==> src/rtl/irq_pkg.sv <==
package irq_pkg;

    typedef enum logic [1:0] {
        FS_IDLE = 2'd0,
        FS_LO   = 2'd1,
        FS_HI   = 2'd2
    } fetch_st_e;

    localparam logic [1:0] MODE_PERIPH = 2'd0;
    localparam logic [1:0] MODE_FIXED  = 2'd1;
    localparam logic [1:0] MODE_TABLE  = 2'd2;

endpackage

==> src/rtl/irq_dma_gate.sv <==
module irq_dma_gate (
    input  logic clk,
    input  logic rst_n,
    input  logic req,
    input  logic cyc_end,
    output logic gnt
);
    typedef struct packed {
        logic gnt;
    } st_t;

    st_t st_d, st_q;

    always_comb begin
        st_d = st_q;
        if (st_q.gnt) begin
            st_d.gnt = req;
        end else begin
            st_d.gnt = req & cyc_end;
        end
    end

    always_ff @(posedge clk or negedge rst_n) begin
        if (!rst_n) st_q <= '0;
        else        st_q <= st_d;
    end

    assign gnt = st_q.gnt;
endmodule

==> src/rtl/irq_nmi_edge.sv <==
module irq_nmi_edge (
    input  logic clk,
    input  logic rst_n,
    input  logic pin,
    input  logic clr,
    output logic pend
);
    typedef struct packed {
        logic prev;
        logic pend;
    } st_t;

    st_t st_d, st_q;

    always_comb begin
        st_d      = st_q;
        st_d.prev = pin;
        st_d.pend = (st_q.pend & ~clr) | (pin & ~st_q.prev);
    end

    always_ff @(posedge clk or negedge rst_n) begin
        if (!rst_n) st_q <= '0;
        else        st_q <= st_d;
    end

    assign pend = st_q.pend;
endmodule

==> src/rtl/irq_vec_fetch.sv <==
module irq_vec_fetch
    import irq_pkg::*;
#(
    parameter int DATA_W = 8,
    parameter int TYPE_W = 7,
    localparam int VA_W  = DATA_W + TYPE_W + 1,
    localparam int VEC_W = 2 * DATA_W
) (
    input  logic              clk,
    input  logic              rst_n,
    input  logic              start,
    input  logic [DATA_W-1:0] base,
    input  logic [TYPE_W-1:0] vtype,
    input  logic              ack,
    input  logic [DATA_W-1:0] rdata,
    output logic              rd,
    output logic [VA_W-1:0]   addr,
    output logic              busy,
    output logic              done,
    output logic [VEC_W-1:0]  vec
);
    typedef struct packed {
        fetch_st_e         st;
        logic [DATA_W-1:0] base;
        logic [TYPE_W-1:0] vtype;
        logic [DATA_W-1:0] lo;
        logic              done;
        logic [VEC_W-1:0]  vec;
    } st_t;

    st_t st_d, st_q;

    always_comb begin
        st_d      = st_q;
        st_d.done = 1'b0;
        unique case (st_q.st)
            FS_IDLE: begin
                if (start) begin
                    st_d.st    = FS_LO;
                    st_d.base  = base;
                    st_d.vtype = vtype;
                end
            end
            FS_LO: begin
                if (ack) begin
                    st_d.lo = rdata;
                    st_d.st = FS_HI;
                end
            end
            FS_HI: begin
                if (ack) begin
                    st_d.vec  = {rdata, st_q.lo};
                    st_d.done = 1'b1;
                    st_d.st   = FS_IDLE;
                end
            end
            default: st_d.st = FS_IDLE;
        endcase
    end

    always_ff @(posedge clk or negedge rst_n) begin
        if (!rst_n) begin
            st_q    <= '0;
            st_q.st <= FS_IDLE;
        end else begin
            st_q <= st_d;
        end
    end

    assign rd   = (st_q.st != FS_IDLE);
    assign addr = {st_q.base, st_q.vtype, (st_q.st == FS_HI)};
    assign busy = rd | st_q.done;
    assign done = st_q.done;
    assign vec  = st_q.vec;
endmodule

==> src/rtl/irq_prio_ctrl.sv <==
module irq_prio_ctrl
    import irq_pkg::*;
#(
    parameter int          DATA_W   = 8,
    parameter int          TYPE_W   = 7,
    parameter int unsigned NMI_ADDR = 32'h0100,
    parameter int unsigned FIX_ADDR = 32'h0200,
    localparam int HA_W = 2 * DATA_W,
    localparam int VA_W = DATA_W + TYPE_W + 1
) (
    input  logic              clk,
    input  logic              rst_n,
    input  logic              dma_req,
    input  logic              cyc_end,
    output logic              dma_gnt,
    input  logic              instr_end,
    input  logic              nmi_pin,
    input  logic              int_pin,
    input  logic              int_en,
    input  logic [1:0]        int_mode,
    input  logic [HA_W-1:0]   periph_addr,
    input  logic [TYPE_W-1:0] periph_type,
    input  logic              base_wr,
    input  logic [DATA_W-1:0] base_wdata,
    output logic              take,
    output logic              take_nmi,
    output logic              ien_clr,
    output logic [HA_W-1:0]   handler_addr,
    output logic              vf_rd,
    output logic [VA_W-1:0]   vf_addr,
    input  logic              vf_ack,
    input  logic [DATA_W-1:0] vf_rdata
);
    typedef struct packed {
        logic              take;
        logic              nmi;
        logic              ien_clr;
        logic [HA_W-1:0]   haddr;
        logic [DATA_W-1:0] base;
    } st_t;

    st_t st_d, st_q;

    logic            nmi_pend;
    logic            nmi_clr;
    logic            fetch_start;
    logic            fetch_busy;
    logic            fetch_done;
    logic [HA_W-1:0] fetch_vec;
    logic            recog;

    irq_dma_gate u_dma (
        .clk     (clk),
        .rst_n   (rst_n),
        .req     (dma_req),
        .cyc_end (cyc_end),
        .gnt     (dma_gnt)
    );

    irq_nmi_edge u_nmi (
        .clk   (clk),
        .rst_n (rst_n),
        .pin   (nmi_pin),
        .clr   (nmi_clr),
        .pend  (nmi_pend)
    );

    irq_vec_fetch #(
        .DATA_W (DATA_W),
        .TYPE_W (TYPE_W)
    ) u_fetch (
        .clk   (clk),
        .rst_n (rst_n),
        .start (fetch_start),
        .base  (st_q.base),
        .vtype (periph_type),
        .ack   (vf_ack),
        .rdata (vf_rdata),
        .rd    (vf_rd),
        .addr  (vf_addr),
        .busy  (fetch_busy),
        .done  (fetch_done),
        .vec   (fetch_vec)
    );

    // Recognition window: instruction boundary, bus not given away, no fetch
    // in flight, and not in the cycle a take is being signalled.
    assign recog = instr_end & ~dma_req & ~dma_gnt & ~fetch_busy & ~st_q.take;

    always_comb begin
        st_d         = st_q;
        st_d.take    = 1'b0;
        st_d.nmi     = 1'b0;
        st_d.ien_clr = 1'b0;
        nmi_clr      = 1'b0;
        fetch_start  = 1'b0;

        if (base_wr) st_d.base = base_wdata;

        if (fetch_done) begin
            st_d.take    = 1'b1;
            st_d.ien_clr = 1'b1;
            st_d.haddr   = fetch_vec;
        end else if (recog && nmi_pend) begin
            st_d.take  = 1'b1;
            st_d.nmi   = 1'b1;
            st_d.haddr = HA_W'(NMI_ADDR);
            nmi_clr    = 1'b1;
        end else if (recog && int_pin && int_en) begin
            unique case (int_mode)
                MODE_PERIPH: begin
                    st_d.take    = 1'b1;
                    st_d.ien_clr = 1'b1;
                    st_d.haddr   = periph_addr;
                end
                MODE_TABLE: begin
                    fetch_start = 1'b1;
                end
                default: begin
                    st_d.take    = 1'b1;
                    st_d.ien_clr = 1'b1;
                    st_d.haddr   = HA_W'(FIX_ADDR);
                end
            endcase
        end
    end

    always_ff @(posedge clk or negedge rst_n) begin
        if (!rst_n) st_q <= '0;
        else        st_q <= st_d;
    end

    assign take         = st_q.take;
    assign take_nmi     = st_q.nmi;
    assign ien_clr      = st_q.ien_clr;
    assign handler_addr = st_q.haddr;
endmodule

==> config.mk <==
export PLATFORM = sky130hd
export DESIGN_NAME = irq_prio_ctrl
export DESIGN_NICKNAME = d
export VERILOG_FILES = /design/src/rtl/irq_pkg.sv /design/src/rtl/irq_dma_gate.sv /design/src/rtl/irq_nmi_edge.sv /design/src/rtl/irq_vec_fetch.sv /design/src/rtl/irq_prio_ctrl.sv
export SDC_FILE = /design/constraint.sdc
export NUM_CORES = 1
export LEC_CHECK = 0
export BUFFER_PORTS_ARGS = -buffer_cell sky130_fd_sc_hd__buf_2
export CORE_ASPECT_RATIO = 1.75
export CORE_UTILIZATION = 49
export DETAILED_ROUTE_END_ITERATION = 6
export PLACE_DENSITY = 0.82
export SYNTH_ARGS = -nofsm -noshare
export SYNTH_HDL_FRONTEND = slang
export SYNTH_HIERARCHICAL = 1
export SYNTH_SLANG_ARGS = --single-unit
==> constraint.sdc <==
create_clock -name clk -period 3.3 [get_ports clk]
set_clock_uncertainty 0.2 [all_clocks]
set_input_delay 0.33 -clock clk [delete_from_list [all_inputs] [get_ports clk]]
set_output_delay 0.33 -clock clk [all_outputs]
set_load 0.05 [all_outputs]
# Yosys cells after proc, flatten, opt, wreduce, memory -nomap -nowiden
# Index checks and enable logic that the tools add are counted.
totals:
  inputBits: 51
  regBits: 72
op_classes:
  eq_ne: 7
  muxes: 22
  reduce_logical: 12
  bitwise_logic: 15
ops:
  columns: ["operator", "count"]
  rows:
  - ["$mux 17", 5]
  - ["$pmux 17 s2", 1]
  - ["$mux 16", 1]
  - ["$mux 1", 12]
  - ["$reduce_and 2->1", 4]
  - ["$and 1x1->1", 7]
  - ["$not 1->1", 6]
  - ["$pmux 2 s3", 1]
  - ["$eq 2x2->1 const B", 2]
  - ["$logic_not 2->1", 2]
  - ["$mux 2", 2]
  - ["$ne 2x2->1 const B", 2]
  - ["$logic_and 1x1->1", 3]
  - ["$ne 3x2->1 const B", 1]
  - ["$reduce_and 3->1", 1]
  - ["$reduce_bool 3->1", 1]
  - ["$eq 2x1->1 const B", 1]
  - ["$ne 2x1->1 const B", 1]
  - ["$or 1x1->1", 2]
  - ["$reduce_bool 2->1", 1]

# Depth between registers and ports, before layout
# Gate-level depths: netlist (run 1).
logic_depth:
  word_depth: 12
  ltp_mapped: 9
  ltp_nobuf: 7

# Hierarchy
# Netlist (run 1), hierarchy kept.
by_module_without_submodules:
  columns: ["module", "cells_per_inst", "instances", "seq_area_each_um2", "area_each_um2"]
  rows:
  - ["irq_vec_fetch", 127, 1, 1051.0, 1938.1]
  - ["irq_prio_ctrl", 111, 1, 675.6, 1351.3]
  - ["irq_nmi_edge", 5, 1, 50.0, 70.1]
  - ["irq_dma_gate", 2, 1, 25.0, 32.5]

# Least setup slack after synthesis (run 1)
# OpenSTA, ideal clock, no wires.
synth_path:
  path_kind: "register to register"
  startpoint: "register u_fetch/st_q[40] (netlist name)"
  endpoint: "register u_fetch.st_q (netlist bit u_fetch/addr[10])"
  t_arrival_ns: 2.272
  n_path_buf: 2
  path_slack_ns: 0.703
  setup_ns: 0.125
  period_less_slack_ns: 2.597
  required_time_ns: 2.975
  path_stages_with_launch: 10
  path_cell_list: "dfrtp_1 > buf_6 > or3_1 > nor2_2 > nand2_1 > nor2_1 > and3_1 > nor3b_4 > buf_12 > mux2_4"
synth_via:
  elab_chain_len: 11
  elab_cells_between_ends: 13
  classes_between: "mux: 3; bitwise: 4; reduce/logical: 6"
synth_rtl:
  columns: ["item", "line", "text"]
  rows:
  - ["from (decl)", "irq_vec_fetch.sv:31", "st_t st_d, st_q;"]
  - ["from (signal assigned)", "irq_vec_fetch.sv:66", "st_q <= st_d;"]
  - ["$reduce_bool 2->1 *", "irq_vec_fetch.sv:70", "assign rd = (st_q.st != FS_IDLE);"]
  - ["$or 1x1->1 *", "irq_vec_fetch.sv:72", "assign busy = rd | st_q.done;"]
  - ["via fetch_busy", "irq_prio_ctrl.sv:47", "logic fetch_busy;"]
  - ["$not 1->1 *", "irq_prio_ctrl.sv:88", "assign recog = instr_end & ~dma_req & ~dma_gnt & ~fetch_busy & ~st_q.take;"]
  - ["$and 1x1->1 * (2 in a row)", "irq_prio_ctrl.sv:88", null]
  - ["$logic_and 1x1->1 (2 in a row)", "irq_prio_ctrl.sv:109", "end else if (recog && int_pin && int_en) begin"]
  - ["$mux 1", "irq_prio_ctrl.sv:109", null]
  - ["$mux 1 *", "irq_prio_ctrl.sv:104", "end else if (recog && nmi_pend) begin"]
  - ["$mux 1 *", "irq_prio_ctrl.sv:100", "if (fetch_done) begin"]
  - ["via fetch_start", "irq_prio_ctrl.sv:46", "logic fetch_start;"]
  - ["$reduce_and 2->1 (no line) *", null, null]
# Mark *: on every way through the listed nets, which the timed path passes. The rest lies on a longest branch.
# A chain may end at the register's enable or synchronous reset.

# Worst setup path in the final report (run 1)
layout_path:
  startpoint: "register u_fetch/st_q[40] (netlist name)"
  endpoint: "register u_fetch.st_q (netlist bit u_fetch/addr[3])"
# The elaborated chain is that of the path after synthesis.

==> impl_metrics.yaml, run 1 <==
timing:
  finalHoldWorstSlack_ns: 0.0230
  setup_viol: 0
  report.final.hold_viol_count: 0
  worst_slew_pin_tran_ns: 0.899
  max_clock_freq_ghz: 0.360
  final.min_clock_period_ns: 2.78
  fin_tns_setup_ns: 0
  max_slew_margin: 0.401
  rsz0062_at_grt: "false"
  fin_crit_share: 0.842
  finalMaxSlewViolations: 0
worst_setup_path:
  path_max_fanout: 15
  path_class: "reg2reg"
  worst_setup_path_start_kind: "register"
  critical_path_arrival_ns: 2.79
  critPathRequiredTime_ns: 3.31
  end_kind: "register"
clocking:
  tritoncts: "done"
  clock_buffers_created_by_tritoncts: 9
  clock-sinks: 72
  clockBufferDepth: 2
  clock_latency_ns: 0.33
  cts_max_level: 3
  worst_setup_hold_path_clk_slew_ns: 0.05
  clock_tree.root_cell: "clkbuf_16"
  cts.repair_timing.setup_buffer_count: 0
synthesis:
  post_syn_area_mm2: 0.00339
  syn-num-nets: 296
  post_synth.cell_area_avg_um2: 13.8
  ys.warnings.count: 6
  synth-seq-area-share: 0.531
  synth-seq-cells: 72
  post_synth_inst_count: 245
  count_of_cell_types_in_the_netlist: 39
place:
  buffer_ports.inserted: 87
  placed_area_mm2: 0.00352
  placed_cells: 361
  globalplace.congestion: 0.803
  detailedPlacementHpwl_mm: 4.28
pwr:
  power_per_cell_area_mw_per_mm2: 643
  p_seq_frac: 0.428
  total_leakage_power_nw: 2.07
  share_clk_of_total_power: 0.389
  sw_frac_of_total: 0.273
  peak_supply_drop_uv: 278
  power_frac_comb: 0.183
  netSwitchingPower_uw: 674
  power.internal_mw: 1.79
  p_total_mw: 2.47
floorplan:
  ios: 88
  die_height_um: 112
  core_area_mm2: 0.00659
  initial_core_util: 0.515
  std_cell_rows: 39
  chipWidth_um: 64.9
  die_area_mm2: 0.00727
route:
  first_iter_violations: 126
  routed_wire_length_per_instance_um: 16.5
  drc_errors: 0
  via_count: 1929
  dr.pass1.iters: 4
  drt.antenna.violating_nets: 0
  routed_via_density: 5.09
  finalWirelength_mm: 6.25
global_routing:
  pin_count_of_the_biggest_net_entering_global_routing: 73
  first_global_vias: 2044
  grt_first_pass_wirelength_mm: 10.2
  grt_antenna_before_repair: 0
  gr_overflow_total: 0
  track_usage: 0.189
finish:
  antenna-diode-count: 0
  layout-drive-gt1-share: 0.562
  post_layout_cell_count: 379
  multi_input_comb_area_mm2: 0.00113
  design.final.nets: 343
  layout_filler_cell_count: 533
  final_area_mm2: 0.00384
  synth_to_layout_area_growth_pct: 13.1
  layout.area.seq_mm2: 0.00180
min_path:
  timing.hold.worst.class: "in2reg"
run:
  max_cap_violations: 0
status:
  outcome: "completed"
layout make-up:
class,count,area share
tap,82,0.0267
clock buffer,13,0.0678
sequential,72,0.470
inverter,7,0.00685
clock inverter,3,0.0104
multi-input combinational,111,0.295
timing repair buffer,91,0.123
through the flow:
| step | util | setup WS (ns) |
|---|---|---|
| 2_1_floorplan | - | 0.703 |
| 3_3_place_gp | 0.534 | 0.674 |
| 3_5_place_dp | 0.534 | 0.551 |
| 4_1_cts | 0.583 | 0.535 |
| 5_1_grt | 0.583 | 0.433 |
| 6_report | 0.583 | 0.521 |
worst paths after layout:
path                                              start                           end  slack (ns)  cells after the start
max reg2reg                u_fetch/st_q[40]$_DFFE_PN0P_   u_fetch/addr[3]$_DFFE_PN0P_        0.52                      8
max in group asynchronous                         rst_n  u_fetch/addr[13]$_DFFE_PN0P_        1.85                      2
max                        u_fetch/st_q[40]$_DFFE_PN0P_   u_fetch/addr[3]$_DFFE_PN0P_        0.52                      8
min in group asynchronous                         rst_n   handler_addr[9]$_DFFE_PN0P_        0.47                      2
min                                             cyc_end           u_dma/gnt$_DFF_PN0_        0.02                      2
min reg2reg                     u_nmi/st_q[1]$_DFF_PN0_          u_nmi/pend$_DFF_PN0_        0.24                      1
power by group through the flow:
stage	Clock, mW	Sequential, mW	Combinational (mW)
2_1_floorplan	0	1.06	0.435
3_3_place_gp	0	1.07	0.440
3_5_place_dp	0	1.07	0.451
4_1_cts	0.983	1.06	0.455
5_1_grt	1.02	1.07	0.478
6_report	0.960	1.06	0.451
layout by cell type, fill, tap and decap left out, types with 3 or more instances in the layout:
master	synthesis	layout
a221o_1	10	10
mux2_2	28	28
mux2_4	19	19
and2_1	14	14
dfrtp_1	72	72
a221o_2	4	4
nor2_1	4	4
buf_4	47	3
o21ai_0	3	3
inv_1	7	7
clkbuf_16	0	9
nand2_1	3	3
buf_2	1	86
kinds of logic after synthesis:
group                  count (synthesis)  share of synthesized area
AO/OA/AOI/OAI                         26                     0.0734
multiplexers                          47                      0.177
buffers and inverters                 62                      0.135
flip-flops                            72                      0.531
AND/OR/NAND/NOR                       38                     0.0837
what timing repair did:
item / CTS / global route
endpoints found under the hold margin: 73 / 0
gates resized for setup: 0 / 0
hold buffers: 2 / 0
cell usage after synthesis:
master     n  area share
nand3b_2   1      0.0033
nor2b_2    1      0.0026
and2_1    14       0.026
nor4bb_2   1      0.0048
a221o_1   10       0.030
buf_2      1      0.0015
o21bai_2   1      0.0033
a221o_2    4       0.013
buf_4     47        0.10
mux2_4    19       0.084
nand3_1    1      0.0015
nand3b_4   1      0.0059
nand2_1    3      0.0033
o21ai_0    3      0.0044
and3_1     1      0.0018
nor2_1     4      0.0044
o22ai_2    1      0.0037
or3_1      1      0.0018
buf_1      1      0.0011
buf_6      4       0.013
buf_12     1      0.0059
clkbuf_1   1      0.0011
mux2_2    28       0.093
a31oi_4    1      0.0063
or2b_1     2      0.0044
a22oi_1    1      0.0022
or2_2      1      0.0018
nor3b_4    2       0.011
a21oi_1    1      0.0015
and4_4     1      0.0033
inv_1      7      0.0077
nor3b_1    1      0.0022
a21o_1     1      0.0022
a31oi_1    1      0.0018
nor2_2     1      0.0018
dfrtp_1   72        0.53
o21a_1     1      0.0022
a22o_2     1      0.0030
nand2b_1   2      0.0037
critical path, stage by stage, from the launching register on:
cell and delay, ns:
dfrtp_1 0.46, or3_1 0.45, nor2_2 0.23, nand2_1 0.12, nor2_1 0.15, and3_1 0.22
nor3b_4 0.18, buf_4 0.28, mux2_2 0.37
flip-flops by register name (all words and copies together) (netlist names), 8 cells and up:
signal,cells
handler_addr,16
st_q,8
u_fetch/addr,15
u_fetch/st_q,10
u_fetch/vec,16
per-layer routing:
layer,vias to the layer above,track usage,wire [um]
li1,898,-,-
met5,-,0,0
met2,62,0.303,3250
met4,0,0.110,177
met3,16,0.0518,297
met1,953,0.222,2530
No activity file was read; power rests on OpenSTA's default activity.
==> run 2: changes to the inputs <==
Clock period 3.3 ns to 2.7 ns, I/O delays scaled along.
==> run 2 against run 1 <==
Cell count rose by 7.1%. Largest cell class unchanged. Critical path depth did not move. Critical path type unchanged. Total power increased by 27%. Largest power group unchanged. Register-to-register slack got worse by 0.40 ns.
==> impl_metrics.yaml, run 2 (synthesis gave the netlist of run 1 again) <==
route:
  finalWirelength_mm: 6.58
  via_count: 2023
  route.layer.met1.wl_mm: 2.59
  drt.antenna.violating_nets: 0
  drc_errors: 0
  detailroute.wirelength.met2_mm: 3.63
  routed-wl-met3_um: 230
  dr.pass1.iters: 4
  first_iter_violations: 99
  routed_wire_length_per_instance_um: 16.2
  routed_via_density: 4.98
  highest-signal-layer: "met4"
timing:
  fin_tns_setup_ns: 0
  rsz0062_at_grt: "false"
  finalMaxSlewViolations: 0
  max_slew_margin: 0.406
  setup_viol: 0
  fin_crit_share: 0.956
  max_clock_freq_ghz: 0.388
  final.min_clock_period_ns: 2.58
  report.final.hold_viol_count: 0
  worst_slew_pin_tran_ns: 0.891
floorplan:
  core_area_mm2: 0.00659
  chipWidth_um: 64.9
  initial_core_util: 0.515
  die_height_um: 112
  die_area_mm2: 0.00727
  std_cell_rows: 39
  ios: 88
clocking:
  clock_tree.root_cell: "clkbuf_16"
  cts_repair_resize_count: 0
  ctsHoldBuffers: 27
  cts_max_level: 3
  clock-sinks: 72
  worst_setup_hold_path_clk_slew_ns: 0.05
  cts.repair_timing.setup_buffer_count: 0
  clock_latency_ns: 0.33
  clock_buffers_created_by_tritoncts: 9
  clockBufferDepth: 2
  tritoncts: "done"
pwr:
  sw_frac_of_total: 0.271
  power_frac_comb: 0.187
  peak_supply_drop_uv: 418
  p_total_mw: 3.13
  power_per_cell_area_mw_per_mm2: 756
  total_leakage_power_nw: 2.20
  share_clk_of_total_power: 0.399
  p_seq_frac: 0.414
  netSwitchingPower_uw: 847
  power.internal_mw: 2.28
min_path:
  timing.hold.worst.class: "in2reg"
  timing.hold.worst.start: "periph_addr[4]"
  endpoint_worst_hold: "handler_addr[4]$_DFFE_PN0P_"
  worst_hold_path.num_cells: 3
finish:
  layout_filler_cell_count: 510
  layout-drive-gt1-share: 0.528
  antenna-diode-count: 0
  final_area_mm2: 0.00414
  mostFrequentLayoutCell: "buf_2"
  synth_to_layout_area_growth_pct: 21.9
  design.final.nets: 370
  most_frequent_cells_in_the_layout: "86 x buf_2, 72 x dfrtp_1, 28 x mux2_2"
global_routing:
  gr_overflow_total: 0
  grt_first_pass_wirelength_mm: 10.6
  track_usage: 0.198
  grt_antenna_before_repair: 0
  pin_count_of_the_biggest_net_entering_global_routing: 73
  first_global_vias: 2178
worst_setup_path:
  worst_r2r_path_depth: 8
  path_class: "reg2reg"
  cpMaxStageDelayCell: "or3_1"
  end_kind: "register"
  startpoint: "u_fetch/st_q[40]$_DFFE_PN0P_"
  crit-reg2reg-capture: "u_fetch/addr[1]$_DFFE_PN0P_"
  critPathRequiredTime_ns: 2.71
  crit_chain: "or3_1 -> nor2_2 -> nand2_1 -> nor2_1 -> and3_1 -> nor3b_4 -> buf_12 -> mux2_2"
  delay_of_the_slowest_cell_on_the_worst_path_ns: 0.42
  critical_path_arrival_ns: 2.59
  reg2reg_setup_slack_ns: 0.12
  path_max_fanout: 15
  reg2reg_from: "u_fetch/st_q[40]$_DFFE_PN0P_"
  worst_setup_path_start_kind: "register"
run:
  max_cap_violations: 0
place:
  detailedPlacementHpwl_mm: 4.38
  globalplace.congestion: 0.797
  buffer_ports.inserted: 87
  placed_area_mm2: 0.00354
status:
  outcome: "completed"
==> run 2: stage by stage <==
| stage | utilization | worst slack [ns] | hold slack (ns) | instances |
|---|---|---|---|---|
| 2_1_floorplan | - | 0.103 | -0.226 | 245 |
| 3_3_place_gp | 0.538 | 0.284 | 0.195 | 363 |
| 3_5_place_dp | 0.538 | 0.129 | 0.203 | 363 |
| 4_1_cts | 0.628 | 0.118 | 0.0228 | 406 |
| 5_1_grt | 0.628 | 0.0322 | 0.0431 | 406 |
| 6_report | 0.628 | 0.120 | 0.0354 | 406 |
==> run 2: power by group through the flow <==
stage	clock (mW)	combinational, mW	sequential [mW]
6_report	1.25	0.585	1.29
4_1_cts	1.28	0.588	1.29
2_1_floorplan	0	0.531	1.30
3_3_place_gp	0	0.540	1.30
5_1_grt	1.33	0.619	1.31
3_5_place_dp	0	0.553	1.31
==> run 2: area by class of cell <==
type,count,area (um2),share of cell area
flip-flops and latches,72,1800,0.436
repair buffers,118,751,0.181
inverters,7,26.3,0.00635
multi-input cells,111,1130,0.274
clock inverters,6,82.6,0.0200
clock buffers,10,239,0.0578
well taps,82,103,0.0248
==> run 2: worst max-delay path by stage <==
stage | end | depth (start not counted)
2_1_floorplan | u_fetch/addr[10]$_DFFE_PN0P_ | 9
3_3_place_gp | u_fetch/addr[3]$_DFFE_PN0P_ | 8
3_5_place_dp | u_fetch/addr[1]$_DFFE_PN0P_ | 8
4_1_cts | u_fetch/addr[1]$_DFFE_PN0P_ | 8
5_1_grt | u_fetch/addr[5]$_DFFE_PN0P_ | 8
6_report | u_fetch/addr[1]$_DFFE_PN0P_ | 8
==> run 2: routing by layer <==
layer  vias up  GRT usage
met4         0     0.0993
met2        58      0.348
met3        11     0.0478
met5         -          0
met1      1005      0.215
li1        949          -
==> run 2: critical path: cells and delay by family (launching register included) <==
kind                   cells  cell delay, ns
flip-flops                 1            0.37
buffers and inverters      1            0.19
AND/OR/NAND/NOR            6            1.35
multiplexers               1            0.35
==> run 3: changes to the inputs <==
Settings changed: PLACE_DENSITY 0.82 to 0.8.
==> run 3 against run 2 <==
Routed wire length is 5.7% lower. Non-clock buffer count is 3 lower. Final area is 2.3% lower. Critical endpoint is now u_fetch/addr[4]$_DFFE_PN0P_. Sequential power hardly changed. Sequential share of layout area is 1.0 points higher. Via count is 0.54% lower. Worst setup slack better by 0.071 ns. Sequential cell count stayed put. Count of clock-buffer cells in the layout is 3 higher. Die area stayed put.
==> impl_metrics.yaml, run 3 (synthesis gave the netlist of run 1 again) <==
finish:
  synth_to_layout_area_growth_pct: 19.1
  layout-drive-gt1-share: 0.520
  most_frequent_cells_in_the_layout: "86 x buf_2, 72 x dfrtp_1, 28 x mux2_2"
  antenna-diode-count: 0
  mostFrequentLayoutCell: "buf_2"
  design.final.nets: 367
clocking:
  clock_buffers_created_by_tritoncts: 9
  tritoncts: "done"
  cts.repair_timing.setup_buffer_count: 0
  ctsHoldBuffers: 24
  worst_setup_hold_path_clk_slew_ns: 0.05
  clock_tree.root_cell: "clkbuf_16"
  clock-sinks: 72
  clock_latency_ns: 0.32
  cts_repair_resize_count: 0
  clockBufferDepth: 2
  cts_max_level: 3
route:
  via_count: 2012
  routed_wire_length_per_instance_um: 15.5
  routed_via_density: 5.02
  first_iter_violations: 63
  drt.antenna.violating_nets: 0
  finalWirelength_mm: 6.20
  dr.pass1.iters: 6
  drc_errors: 0
run:
  max_cap_violations: 0
pwr:
  peak_supply_drop_uv: 452
  power_frac_comb: 0.201
  power.internal_mw: 2.09
  share_clk_of_total_power: 0.352
  p_seq_frac: 0.447
  total_leakage_power_nw: 2.15
  power_per_cell_area_mw_per_mm2: 714
  netSwitchingPower_uw: 800
  sw_frac_of_total: 0.277
timing:
  setup_viol: 0
  fin_crit_share: 0.929
  rsz0062_at_grt: "false"
  worst_slew_pin_tran_ns: 0.891
  final_critical_path_setup_slack_ns: 0.191
  max_slew_margin: 0.406
  max_clock_freq_ghz: 0.398
  finalMaxSlewViolations: 0
  final.min_clock_period_ns: 2.51
  fin_tns_setup_ns: 0
  report.final.hold_viol_count: 0
floorplan:
  die_height_um: 112
  die_area_mm2: 0.00727
  core_area_mm2: 0.00659
  chipWidth_um: 64.9
  ios: 88
  initial_core_util: 0.515
  std_cell_rows: 39
worst_setup_path:
  critical_path_arrival_ns: 2.51
  path_max_fanout: 15
  startpoint: "u_fetch/st_q[40]$_DFFE_PN0P_"
  critPathRequiredTime_ns: 2.70
  path_class: "reg2reg"
  worst_setup_path_start_kind: "register"
  reg2reg_from: "u_fetch/st_q[40]$_DFFE_PN0P_"
  end_kind: "register"
place:
  globalplace.congestion: 0.782
  detailedPlacementHpwl_mm: 4.23
  detailedPlace.worstSlack_ns: 0.201
  buffer_ports.inserted: 87
global_routing:
  track_usage: 0.187
  grt_antenna_before_repair: 0
  gr_overflow_total: 0
  first_global_vias: 2061
  grt_first_pass_wirelength_mm: 10.1
  pin_count_of_the_biggest_net_entering_global_routing: 73
min_path:
  timing.hold.worst.class: "in2reg"
  timing.hold.worst.start: "vf_rdata[6]"
status:
  outcome: "completed"
[run 3: stage by stage]
stage | instances | utilization | hold slack [ns] | total power, mW | cell area (um2)
CTS | 401 | 0.613 | 0.00182 | 2.91 | 4040
global placement | 363 | 0.538 | 0.197 | 1.84 | 3540
global route | 401 | 0.613 | 0.0160 | 3.00 | 4040
detailed placement | 363 | 0.538 | 0.200 | 1.86 | 3540
finish | 401 | 0.613 | 0.00190 | 2.89 | 4040
floorplan | 245 | - | -0.226 | 1.83 | 3390
[run 3: worst paths after layout]
check / endpoint / cells after the start / slack, ns
worst min-delay path: u_fetch/vec[14]$_DFFE_PN0P_ / 2 / 0.002
max in group asynchronous: u_fetch/vec[3]$_DFFE_PN0P_ / 2 / 1.30
min in group asynchronous: take_nmi$_DFF_PN0_ / 2 / 0.40
worst min register to register: u_nmi/pend$_DFF_PN0_ / 1 / 0.24
worst max register to register: u_fetch/addr[4]$_DFFE_PN0P_ / 8 / 0.19
worst max-delay path: u_fetch/addr[4]$_DFFE_PN0P_ / 8 / 0.19
[run 3: layer usage]
metal / up-vias / share of wire / global-route usage
li1: 950 / - / -
met1: 996 / 0.41 / 0.218
met2: 58 / 0.52 / 0.319
met3: 8 / 0.049 / 0.0305
met4: 0 / 0.021 / 0.102
met5: - / 0 / 0
[run 3: final cells by class]
type | count | area [um2]
Multi-Input combinational cell | 111 | 1130
Clock inverter | 1 | 5.00
Timing Repair Buffer | 115 | 721
Clock buffer | 13 | 250
Fill cell | 525 | 2550
Tap cell | 82 | 103
Sequential cell | 72 | 1800
Inverter | 7 | 26.3
[run 3: critical path, stage by stage, from the launching register on]
cell and delay (ns):
dfrtp_1 0.36, or3_1 0.42, nor2_2 0.21, nand2_1 0.10, nor2_1 0.14, and3_1 0.19
nor3b_4 0.22, buf_12 0.19, mux2_2 0.35
[run 3: power groups by stage]
stage / clock (mW) / combinational [mW] / sequential [mW]
6_report: 1.02 / 0.579 / 1.29
2_1_floorplan: 0 / 0.531 / 1.30
5_1_grt: 1.08 / 0.612 / 1.31
3_5_place_dp: 0 / 0.553 / 1.31
3_3_place_gp: 0 / 0.540 / 1.30
4_1_cts: 1.04 / 0.582 / 1.29
